[src/rtl/pin_evt_pkg.sv]
// Shared definitions for the pin event machine: opcode layout and the
// positions of the option bits in configuration word X.
package pin_evt_pkg;
    localparam int OP_W      = 5;
    localparam int N_COND    = 4;
    localparam int RULE_W    = OP_W * N_COND;
    localparam int OPT_SEL_B = 26;
    localparam int OPT_DIV8  = 27;
    localparam int OPT_CHAIN = 28;

    typedef struct packed {
        logic latch;   // bit 4: copy step counter to result
        logic clr;     // bit 3: clear both counters
        logic sig;     // bit 2: SIGNAL
        logic inc;     // bit 1: advance step counter
        logic tog;     // bit 0: toggle state
    } evt_op_t;

    typedef struct packed {
        logic chain;
        logic div8;
        logic sel_b;
    } evt_opt_t;
endpackage

[src/rtl/pin_evt_sampler.sv]
// Clocks the pin inputs and keeps one previous sample of each, then forms
// the two-bit condition {current, previous} of the selected pin.
// Assumes the pins may be asynchronous; only registered copies are used.
module pin_evt_sampler #(
    parameter int N_PINS = 2
) (
    input  logic              clk,
    input  logic              rst_n,
    input  logic [N_PINS-1:0] pins,
    input  logic              sel,
    output logic [1:0]        cond
);
    logic [N_PINS-1:0] cur_q;
    logic [N_PINS-1:0] prev_q;

    for (genvar g = 0; g < N_PINS; g++) begin : g_pin
        // Register the present sample and its predecessor for one pin.
        always_ff @(posedge clk) begin
            if (!rst_n) begin
                cur_q[g]  <= 1'b0;
                prev_q[g] <= 1'b0;
            end else begin
                cur_q[g]  <= pins[g];
                prev_q[g] <= cur_q[g];
            end
        end
    end

    // Pick the watched pin and form its condition index.
    always_comb begin
        cond = {cur_q[sel], prev_q[sel]};
    end
endmodule

[src/rtl/pin_evt_decode.sv]
// Chooses the rule word by state and extracts the opcode for the present
// condition. Purely combinational.
module pin_evt_decode
    import pin_evt_pkg::*;
(
    input  logic [RULE_W-1:0] rule_x,
    input  logic [RULE_W-1:0] rule_y,
    input  logic              state,
    input  logic [1:0]        cond,
    output evt_op_t           op
);
    logic [RULE_W-1:0] rule;

    // Select the table for the current state and slice out one field.
    always_comb begin
        rule = state ? rule_y : rule_x;
        op   = evt_op_t'(rule[cond*OP_W +: OP_W]);
    end
endmodule

[src/rtl/pin_evt_counters.sv]
// Executes one opcode per clock: state toggle, saturating step counter,
// wrapping signal counter, event flag and result latch.
// Assumes cfg_clr comes from a configuration write and overrides all else.
module pin_evt_counters
    import pin_evt_pkg::*;
#(
    parameter int CNT_W = 5,
    parameter int SIG_W = 3
) (
    input  logic             clk,
    input  logic             rst_n,
    input  evt_op_t          op,
    input  evt_opt_t         opt,
    input  logic             cfg_clr,
    input  logic             rd,
    output logic             state,
    output logic [CNT_W-1:0] step_q,
    output logic [SIG_W-1:0] sig_q,
    output logic [CNT_W-1:0] result_q,
    output logic             flag_q
);
    localparam logic [CNT_W-1:0] STEP_MAX = {CNT_W{1'b1}};
    localparam logic [SIG_W-1:0] SIG_MAX  = {SIG_W{1'b1}};

    logic sig_wrap;
    logic step_adv;
    logic event_now;

    // Work out the carries and the event of this cycle.
    always_comb begin
        sig_wrap = op.sig && (sig_q == SIG_MAX);
        step_adv = op.inc || (opt.chain && sig_wrap);
        if (opt.chain)
            event_now = sig_wrap && (step_q == STEP_MAX);
        else if (opt.div8)
            event_now = sig_wrap;
        else
            event_now = op.sig;
    end

    // State bit: toggled by opcode, cleared by a configuration write.
    always_ff @(posedge clk) begin
        if (!rst_n || cfg_clr)
            state <= 1'b0;
        else if (op.tog)
            state <= ~state;
    end

    // Step counter: clear wins, otherwise saturating increment.
    always_ff @(posedge clk) begin
        if (!rst_n || cfg_clr || op.clr)
            step_q <= '0;
        else if (step_adv && step_q != STEP_MAX)
            step_q <= step_q + 1'b1;
    end

    // Signal counter: clear wins, otherwise wrap-around increment.
    always_ff @(posedge clk) begin
        if (!rst_n || cfg_clr || op.clr)
            sig_q <= '0;
        else if (op.sig)
            sig_q <= sig_q + 1'b1;
    end

    // Event flag: set by an event, dropped by a read or configuration write.
    always_ff @(posedge clk) begin
        if (!rst_n || cfg_clr)
            flag_q <= 1'b0;
        else if (event_now)
            flag_q <= 1'b1;
        else if (rd)
            flag_q <= 1'b0;
    end

    // Result register: captures the step counter on a latch opcode.
    always_ff @(posedge clk) begin
        if (!rst_n)
            result_q <= '0;
        else if (op.latch)
            result_q <= step_q;
    end
endmodule

[src/rtl/pin_evt_machine.sv]
// Top of the pin event machine. Holds the two configuration words, wires
// the sampler, decoder and counters. Rule fields live in bits [19:0] of
// each word; options live in bits [28:26] of word X.
module pin_evt_machine
    import pin_evt_pkg::*;
#(
    parameter int CNT_W = 5,
    parameter int SIG_W = 3
) (
    input  logic             clk,
    input  logic             rst_n,
    input  logic [31:0]      cfg_x_data,
    input  logic             cfg_x_we,
    input  logic [31:0]      cfg_y_data,
    input  logic             cfg_y_we,
    input  logic             pin_a,
    input  logic             pin_b,
    input  logic             result_rd,
    output logic             event_flag,
    output logic [CNT_W-1:0] step_count,
    output logic [SIG_W-1:0] sig_count,
    output logic [CNT_W-1:0] result_val
);
    logic [RULE_W-1:0] rule_x_q;
    logic [RULE_W-1:0] rule_y_q;
    evt_opt_t          opt_q;
    logic [1:0]        cond;
    logic              state;
    logic              cfg_clr;
    evt_op_t           op;
    logic [11:0]       unused_cfg_bits;

    assign cfg_clr         = cfg_x_we || cfg_y_we;
    assign unused_cfg_bits = {cfg_x_data[31:29], cfg_x_data[25:20],
                              cfg_y_data[31:29], cfg_y_data[28:26]};

    // Configuration storage for the state-0 table and the options.
    always_ff @(posedge clk) begin
        if (!rst_n) begin
            rule_x_q <= '0;
            opt_q    <= '0;
        end else if (cfg_x_we) begin
            rule_x_q <= cfg_x_data[RULE_W-1:0];
            opt_q    <= '{chain: cfg_x_data[OPT_CHAIN],
                          div8:  cfg_x_data[OPT_DIV8],
                          sel_b: cfg_x_data[OPT_SEL_B]};
        end
    end

    // Configuration storage for the state-1 table.
    always_ff @(posedge clk) begin
        if (!rst_n)
            rule_y_q <= '0;
        else if (cfg_y_we)
            rule_y_q <= cfg_y_data[RULE_W-1:0];
    end

    pin_evt_sampler #(.N_PINS(2)) u_sampler (
        .clk   (clk),
        .rst_n (rst_n),
        .pins  ({pin_b, pin_a}),
        .sel   (opt_q.sel_b),
        .cond  (cond)
    );

    pin_evt_decode u_decode (
        .rule_x (rule_x_q),
        .rule_y (rule_y_q),
        .state  (state),
        .cond   (cond),
        .op     (op)
    );

    pin_evt_counters #(.CNT_W(CNT_W), .SIG_W(SIG_W)) u_counters (
        .clk      (clk),
        .rst_n    (rst_n),
        .op       (op),
        .opt      (opt_q),
        .cfg_clr  (cfg_clr),
        .rd       (result_rd),
        .state    (state),
        .step_q   (step_count),
        .sig_q    (sig_count),
        .result_q (result_val),
        .flag_q   (event_flag)
    );
endmodule

[config.mk]
export PLATFORM = sky130hd
export DESIGN_NAME = pin_evt_machine
export DESIGN_NICKNAME = d
export VERILOG_FILES = /design/src/rtl/pin_evt_pkg.sv /design/src/rtl/pin_evt_sampler.sv /design/src/rtl/pin_evt_decode.sv /design/src/rtl/pin_evt_counters.sv /design/src/rtl/pin_evt_machine.sv
export SDC_FILE = /design/constraint.sdc
export NUM_CORES = 1
export LEC_CHECK = 0
export BUFFER_PORTS_ARGS = -buffer_cell sky130_fd_sc_hd__buf_2
export CAP_MARGIN = 20
export CORE_MARGIN = 3
export CORE_UTILIZATION = 55
export CTS_CLUSTER_DIAMETER = 100
export DETAILED_ROUTE_END_ITERATION = 8
export PLACE_DENSITY = 0.82
export SYNTH_ARGS = -nofsm -noshare
export SYNTH_HDL_FRONTEND = slang
export SYNTH_SLANG_ARGS = --single-unit
export TNS_END_PERCENT = 10
[constraint.sdc]
create_clock -name clk -period 5.49 [get_ports clk]
set_input_delay 0.2745 -clock clk [delete_from_list [all_inputs] [get_ports clk]]
set_output_delay 0.2745 -clock clk [all_outputs]
set_load 0.01 [all_outputs]
==> results of run 1 <==
==> critical path, stage by stage (launching register included) <==
cell and delay [ns]:
dfxtp_1 0.46, mux2i_4 0.54, mux4_1 0.64, mux2i_1 0.30, o22ai_4 0.18, nand4_1 0.14
mux2_1 0.33
==> worst paths after layout <==
path	to	depth (start not counted)	slack, ns
max	u_counters.step_q[3]$_SDFFE_PP0P_	6	2.79
min	u_sampler.cur_q[1]$_SDFF_PN0_	2	0.15
max reg2reg	u_counters.step_q[3]$_SDFFE_PP0P_	6	2.79
min reg2reg	u_counters.flag_q$_SDFFE_PP0P_	2	0.48
==> logic make-up after synthesis <==
group           Yosys count  share of synthesized area [%]
fa+ha+maj                 4                           1.83
mux                      70                           32.3
compound gates            7                           2.38
buf+inv                  16                           2.33
flops                    62                           45.4
xor+xnor                  2                          0.641
simple gates             72                           15.2
==> power breakdown <==
group          switching [mW]  internal (mW)
registers              0.0121          0.471
logic                  0.0471         0.0586
clock network           0.161          0.170
total                   0.220          0.699
==> cells in the final DEF, fill, tap and decap left out <==
cell type and n:
a31o_1 1, mux4_2 5, mux2i_1 54, mux2_1 1, xnor2_1 1, clkbuf_1 2
nand3b_1 1, xor2_1 1, and2_1 4, nand3_2 1, nor2_1 14, nor2b_1 48
a211oi_2 1, mux4_1 4, a21oi_1 3, clkinv_2 2, o22ai_4 1, buf_2 63
a221oi_1 1, and3_1 1, mux2i_4 4, nand4_1 1, dfxtp_1 62, mux2_2 2
clkbuf_8 10, ha_1 4, nand2_1 2, inv_1 4
==> registers in the layout, indices dropped and copies added (netlist names) <==
| signal | cells |
|---|---|
| opt_q | 3 |
| u_sampler.prev_q | 2 |
| rule_y_q | 20 |
| u_sampler.cur_q | 2 |
| u_counters.flag_q | 1 |
| u_counters.result_q | 5 |
| u_counters.state | 1 |
| u_counters.sig_q | 3 |
| rule_x_q | 20 |
| u_counters.step_q | 5 |
==> metal layers <==
metal  routed length (um)  track usage (%)  vias to the layer above  share of wire (%)
li1                     -                -                      934                  -
met1                 2430             24.5                      860                 47
met2                 2520             30.1                       43                 48
met3                  190             3.90                        8                3.6
met4                   75             9.24                        0                1.4
met5                    0                0                        -                  0
==> cell type report <==
class,count,area (um2),area share (%)
Multi-Input combinational cell,155,1430,44.1
Sequential cell,62,1240,38.3
Timing Repair Buffer,63,315,9.73
Clock buffer,12,145,4.48
Tap cell,67,83.8,2.59
Inverter,4,15.0,0.463
Clock inverter,2,10.0,0.309
==> qor.csv, run 1 <==
metric,value,unit
status,"complete, no violations",
finalPower,919,uW
ant_nets,0,
synth-edff-count,0,
syn_inst,233,
ys_ff_latch,62,
synth-seq-area-share,45.4,%
path_max_fanout,9,
finalSetupViolCount,0,
yosys_warnings,0,
io_buffers,63,
cts_tree,built,
synth_commonest_cells,"dfxtp_1 (62), mux2i_1 (54), nor2b_1 (48)",
wl,5.22,mm
final.period_utilization,49.1,%
final.setup.tns,0,ns
max_freq,371,MHz
start_kind,flop,
hpwl,3.64,mm
cts_buffers,9,
via_per_inst,5.05,
worstMarginPinSlew,0.765,ns
synth.distinct_cells,27,
dieArea,5860,um2
period_needed,2.70,ns
final_layout_size_suffix_gt1_share,29.9,%
num_antenna_cells,0,
synth_area,2740,um2
worstPathRequired,5.71,ns
clock_skew,0.00708,ns
post_cts_resized,0,
clock-root-buffer,clkbuf_8,
first_pass_iters,4,
rsz0062_at_grt,no,
dpl.cell_count,351,
synthTopCellsByArea,"dfxtp_1 (45%), mux2i_1 (20%), nor2b_1 (11%), mux4_2 (4.1%), mux4_1 (3.8%)",
start_util,57.5,%
synth.top_cell.area_share,45.4,%
ctsHoldBuffers,0,
core-area,4750,um2
path_clk_slew,0.07,ns
synthArstFlopShare,0,%
timing.final.max_slew_violations,0,
cts_max_level,3,
cts_sinks,62,
synth-main-ff-cell,dfxtp_1,
hold_viol,0,
hold_class,in -> reg,
worstSetupEndpointType,flop,
cp-startpoint,opt_q[0]$_SDFFE_PN0P_,
design_area,3240,um2
syn_avg_cell_area,11.7,um2
post-place-ws,2.77,ns
utilization,68.2,%
final_nets,370,
placed_area,3090,um2
crit_type,reg -> reg,
grt_max_degree,55,
relSlewSlack,49.0,%
power_density,284,nW/um2
grt_pass1_wl,8.72,mm
maxCapViolCount,0,
r2r_start,opt_q[0]$_SDFFE_PN0P_,
placementRows,25,
route.detailed.drc,0,
gp_congestion,0.698,
wire_per_inst,14.3,um
critPathArrivalTime,2.92,ns
grt_use_total,18.9,%
drt_iter0_markers,92,
peakVddDrop,193,uV
post-cts-setup-buffers,0,
vias,1845,
clock_latency,0.33,ns
worst_hold_startpoint,pin_b,
gr-total-overflow,0,
antenna_found_initial,0,
ioPinCount,85,
syn_to_final_growth,18.5,%
fillers,396,
synth_most_common_cell,dfxtp_1,
grt_pass1_vias,1853,
fin_cells,365,
chipHeight,76.5,um
finalWorstSetupSlack,2.79,ns
die_width,76.5,um
syn-num-nets,308,
cts_buffer_depth,2,
synth.largest_area_cell,dfxtp_1,
power_leakage,1.49,nW
hold_slack,0.147,ns
Power figures use the tool's default switching activity.
==> inputs of run 2 (changes only) <==
Settings changed: CORE_UTILIZATION 55 to 46, PLACE_DENSITY 0.82 to 0.73.
Clock period 5.49 ns to 2.33 ns, I/O delays scaled along.
==> run 2 against run 1 <==
Compared with the run above: core utilization is 6.9 points lower; register-to-register slack got worse by 2.7 ns; die area increased by 18%; clock power grew to 2.8 times the previous value; non-clock buffer count grew 19; first-iteration DRC count shrank 37%; combinational power grew to 2.7 times the previous value; cell area up 6.6%; sequential power grew 140%; maximum frequency rose by 21%; wire length increased by 5.3%; final cell count increased by 7.1%; critical path type unchanged; highest routed layer unchanged.
==> qor.csv, run 2 (synthesis gave the netlist of run 1 again) <==
metric,value,unit,change
clock-root-buffer,clkbuf_8,,
design_area,3450,um2,+6.6%
worstSetupEndpointType,flop,,
maxCapViolCount,0,,unchanged
path_cells,mux2i_4 -> buf_4 -> mux4_2 -> mux2i_4 -> o22ai_4 -> nand4_1 -> mux2_1,,
largestRegisters,"rule_x_q x20, rule_y_q x20",,
cts_sinks,62,,unchanged
fin_cells,391,,+7.1%
finalPower,2.35,mW,+160%
fillers,462,,+17%
mostFrequentLayoutCell,buf_2,,
vias,1898,,+2.9%
period_needed,2.22,ns,-0.475 ns
utilization,61.2,%,-6.9 points
finalSetupViolCount,0,,unchanged
start_util,48.5,%,-9.0 points
slowest_delay,0.53,ns,-0.11 ns
worst_hold_startpoint,cfg_x_data[13],,
ioPinCount,85,,unchanged
path_clk_slew,0.06,ns,about the same
holdPathEnd,rule_x_q[13]$_SDFFE_PN0P_,,
reg2regPathDepth,7,,+1
timing.final.max_slew_violations,0,,unchanged
layout_common_cells,"buf_2 (63), dfxtp_1 (61), mux2i_1 (53)",,
grt_use_total,16.7,%,-2.2 points
die_width,83.1,um,+8.6%
clock_skew,0.00681,ns,-0.000265 ns
dieArea,6910,um2,+18%
cts_tree,built,,
num_antenna_cells,0,,unchanged
gr-total-overflow,0,,unchanged
wl,5.49,mm,+5.3%
via_per_inst,4.85,,-4.0%
placed_area,3190,um2,+3.4%
final.period_utilization,95.4,%,+46 points
cts_buffers,9,,unchanged
syn_to_final_growth,26.3,%,
ant_nets,0,,unchanged
first_pass_iters,4,,unchanged
cts_buffer_depth,2,,unchanged
hpwl,4.04,mm,+11%
io_buffers,63,,unchanged
gp_congestion,0.793,,+14%
critPathArrivalTime,2.43,ns,-0.49 ns
grt_pass1_wl,9.17,mm,+5.1%
r2r-end,u_counters.step_q[3]$_SDFFE_PP0P_,,
hold_viol,0,,unchanged
status,"complete, no violations",,
final_nets,389,,+5.1%
dpl.cell_count,369,,+5.1%
clock_latency,0.32,ns,about the same
drt_iter0_markers,58,,-37%
grt_pass1_vias,1876,,+1.2%
wire_per_inst,14.1,um,-1.7%
cts_max_level,3,,unchanged
final.setup.tns,0,ns,unchanged
r2r_start,opt_q[0]$_SDFFE_PN0P_,,
critPathSlowestCell,mux4_2,,
crit_type,reg -> reg,,
chipHeight,83.1,um,+8.6%
final_layout_size_suffix_gt1_share,34.5,%,+4.6 points
worstMarginPinSlew,0.338,ns,-0.427 ns
worstPathRequired,2.54,ns,-3.17 ns
peakVddDrop,442,uV,+130%
placementRows,27,,+8.0%
power_leakage,1.60,nW,+7.3%
start_kind,flop,,
grt_max_degree,46,,-16%
relSlewSlack,77.0,%,+28 points
power_density,682,nW/um2,+140%
max_freq,450,MHz,+21%
hold_depth,3,,+1
route.detailed.drc,0,,unchanged
antenna_found_initial,0,,unchanged
crit_top_cell,mux2i_4,,
reg2reg_slack,0.11,ns,-2.69 ns
hold_class,in -> reg,,
core-area,5640,um2,+19%
path_max_fanout,4,,-5
[run 2: critical path, delay by kind of cell, from the launching register on]
kind | cells | cell delay, ns
AOI/OAI and AO/OA | 1 | 0.09
and+or+nand+nor | 1 | 0.10
buffers and inverters | 1 | 0.18
muxes | 4 | 1.37
DFF | 1 | 0.36
[run 2: routing by layer]
| layer | global-route usage [%] | part of all wire [%] | vias up |
|---|---|---|---|
| li1 | - | - | 972 |
| met1 | 22.6 | 47 | 871 |
| met2 | 25.1 | 47 | 45 |
| met3 | 4.17 | 4.4 | 10 |
| met4 | 7.58 | 1.7 | 0 |
| met5 | 0 | 0 | - |
[run 2: timing repair]
action,in CTS,in global routing
endpoints found under the setup margin,0,2
resized for setup,0,3
buffers inserted,0,4
hold buffers,2,0
hold endpoints to repair,2,0
[run 2: metrics by stage]
stage                     hold WS, ns  setup slack, ns
after detailed placement        0.332           0.0435
after global placement          0.324            0.124
final                          0.0447            0.107
after CTS                      0.0313           0.0218
after global routing           0.0398         -0.00128
after floorplan                 0.244           0.0124
[run 2: cell type report]
cell class / instances / area, um2 / share of cell area (%)
tap: 72 / 90.1 / 2.61
inverter: 4 / 15.0 / 0.435
timing repair buffer: 82 / 470 / 13.6
multi-input combinational: 155 / 1430 / 41.5
clock buffer: 13 / 159 / 4.60
clock inverter: 3 / 42.5 / 1.23
sequential: 62 / 1240 / 36.0
[run 2: where the power goes]
part | switching (mW) | total [mW] | leakage [nW] | internal (mW)
logic | 0.118 | 0.281 | 0.986 | 0.163
registers | 0.0276 | 1.14 | 0.509 | 1.11
clock network | 0.385 | 0.937 | 0.0996 | 0.552
[run 2: worst max path at each step]
| stage | endpoint | slack [ns] | start | cells past startpoint |
|---|---|---|---|---|
| after floorplan | u_counters.step_q[3]$_SDFFE_PP0P_ | 0.01 | opt_q[0]$_SDFFE_PN0P_ | 6 |
| after global placement | u_counters.step_q[2]$_SDFFE_PP0P_ | 0.12 | opt_q[0]$_SDFFE_PN0P_ | 8 |
| after detailed placement | u_counters.step_q[2]$_SDFFE_PP0P_ | 0.04 | opt_q[0]$_SDFFE_PN0P_ | 8 |
| after CTS | u_counters.step_q[2]$_SDFFE_PP0P_ | 0.02 | opt_q[0]$_SDFFE_PN0P_ | 8 |
| after global routing | u_counters.step_q[2]$_SDFFE_PP0P_ | -0.001 | opt_q[0]$_SDFFE_PN0P_ | 7 |
| final | u_counters.step_q[3]$_SDFFE_PP0P_ | 0.11 | opt_q[0]$_SDFFE_PN0P_ | 7 |
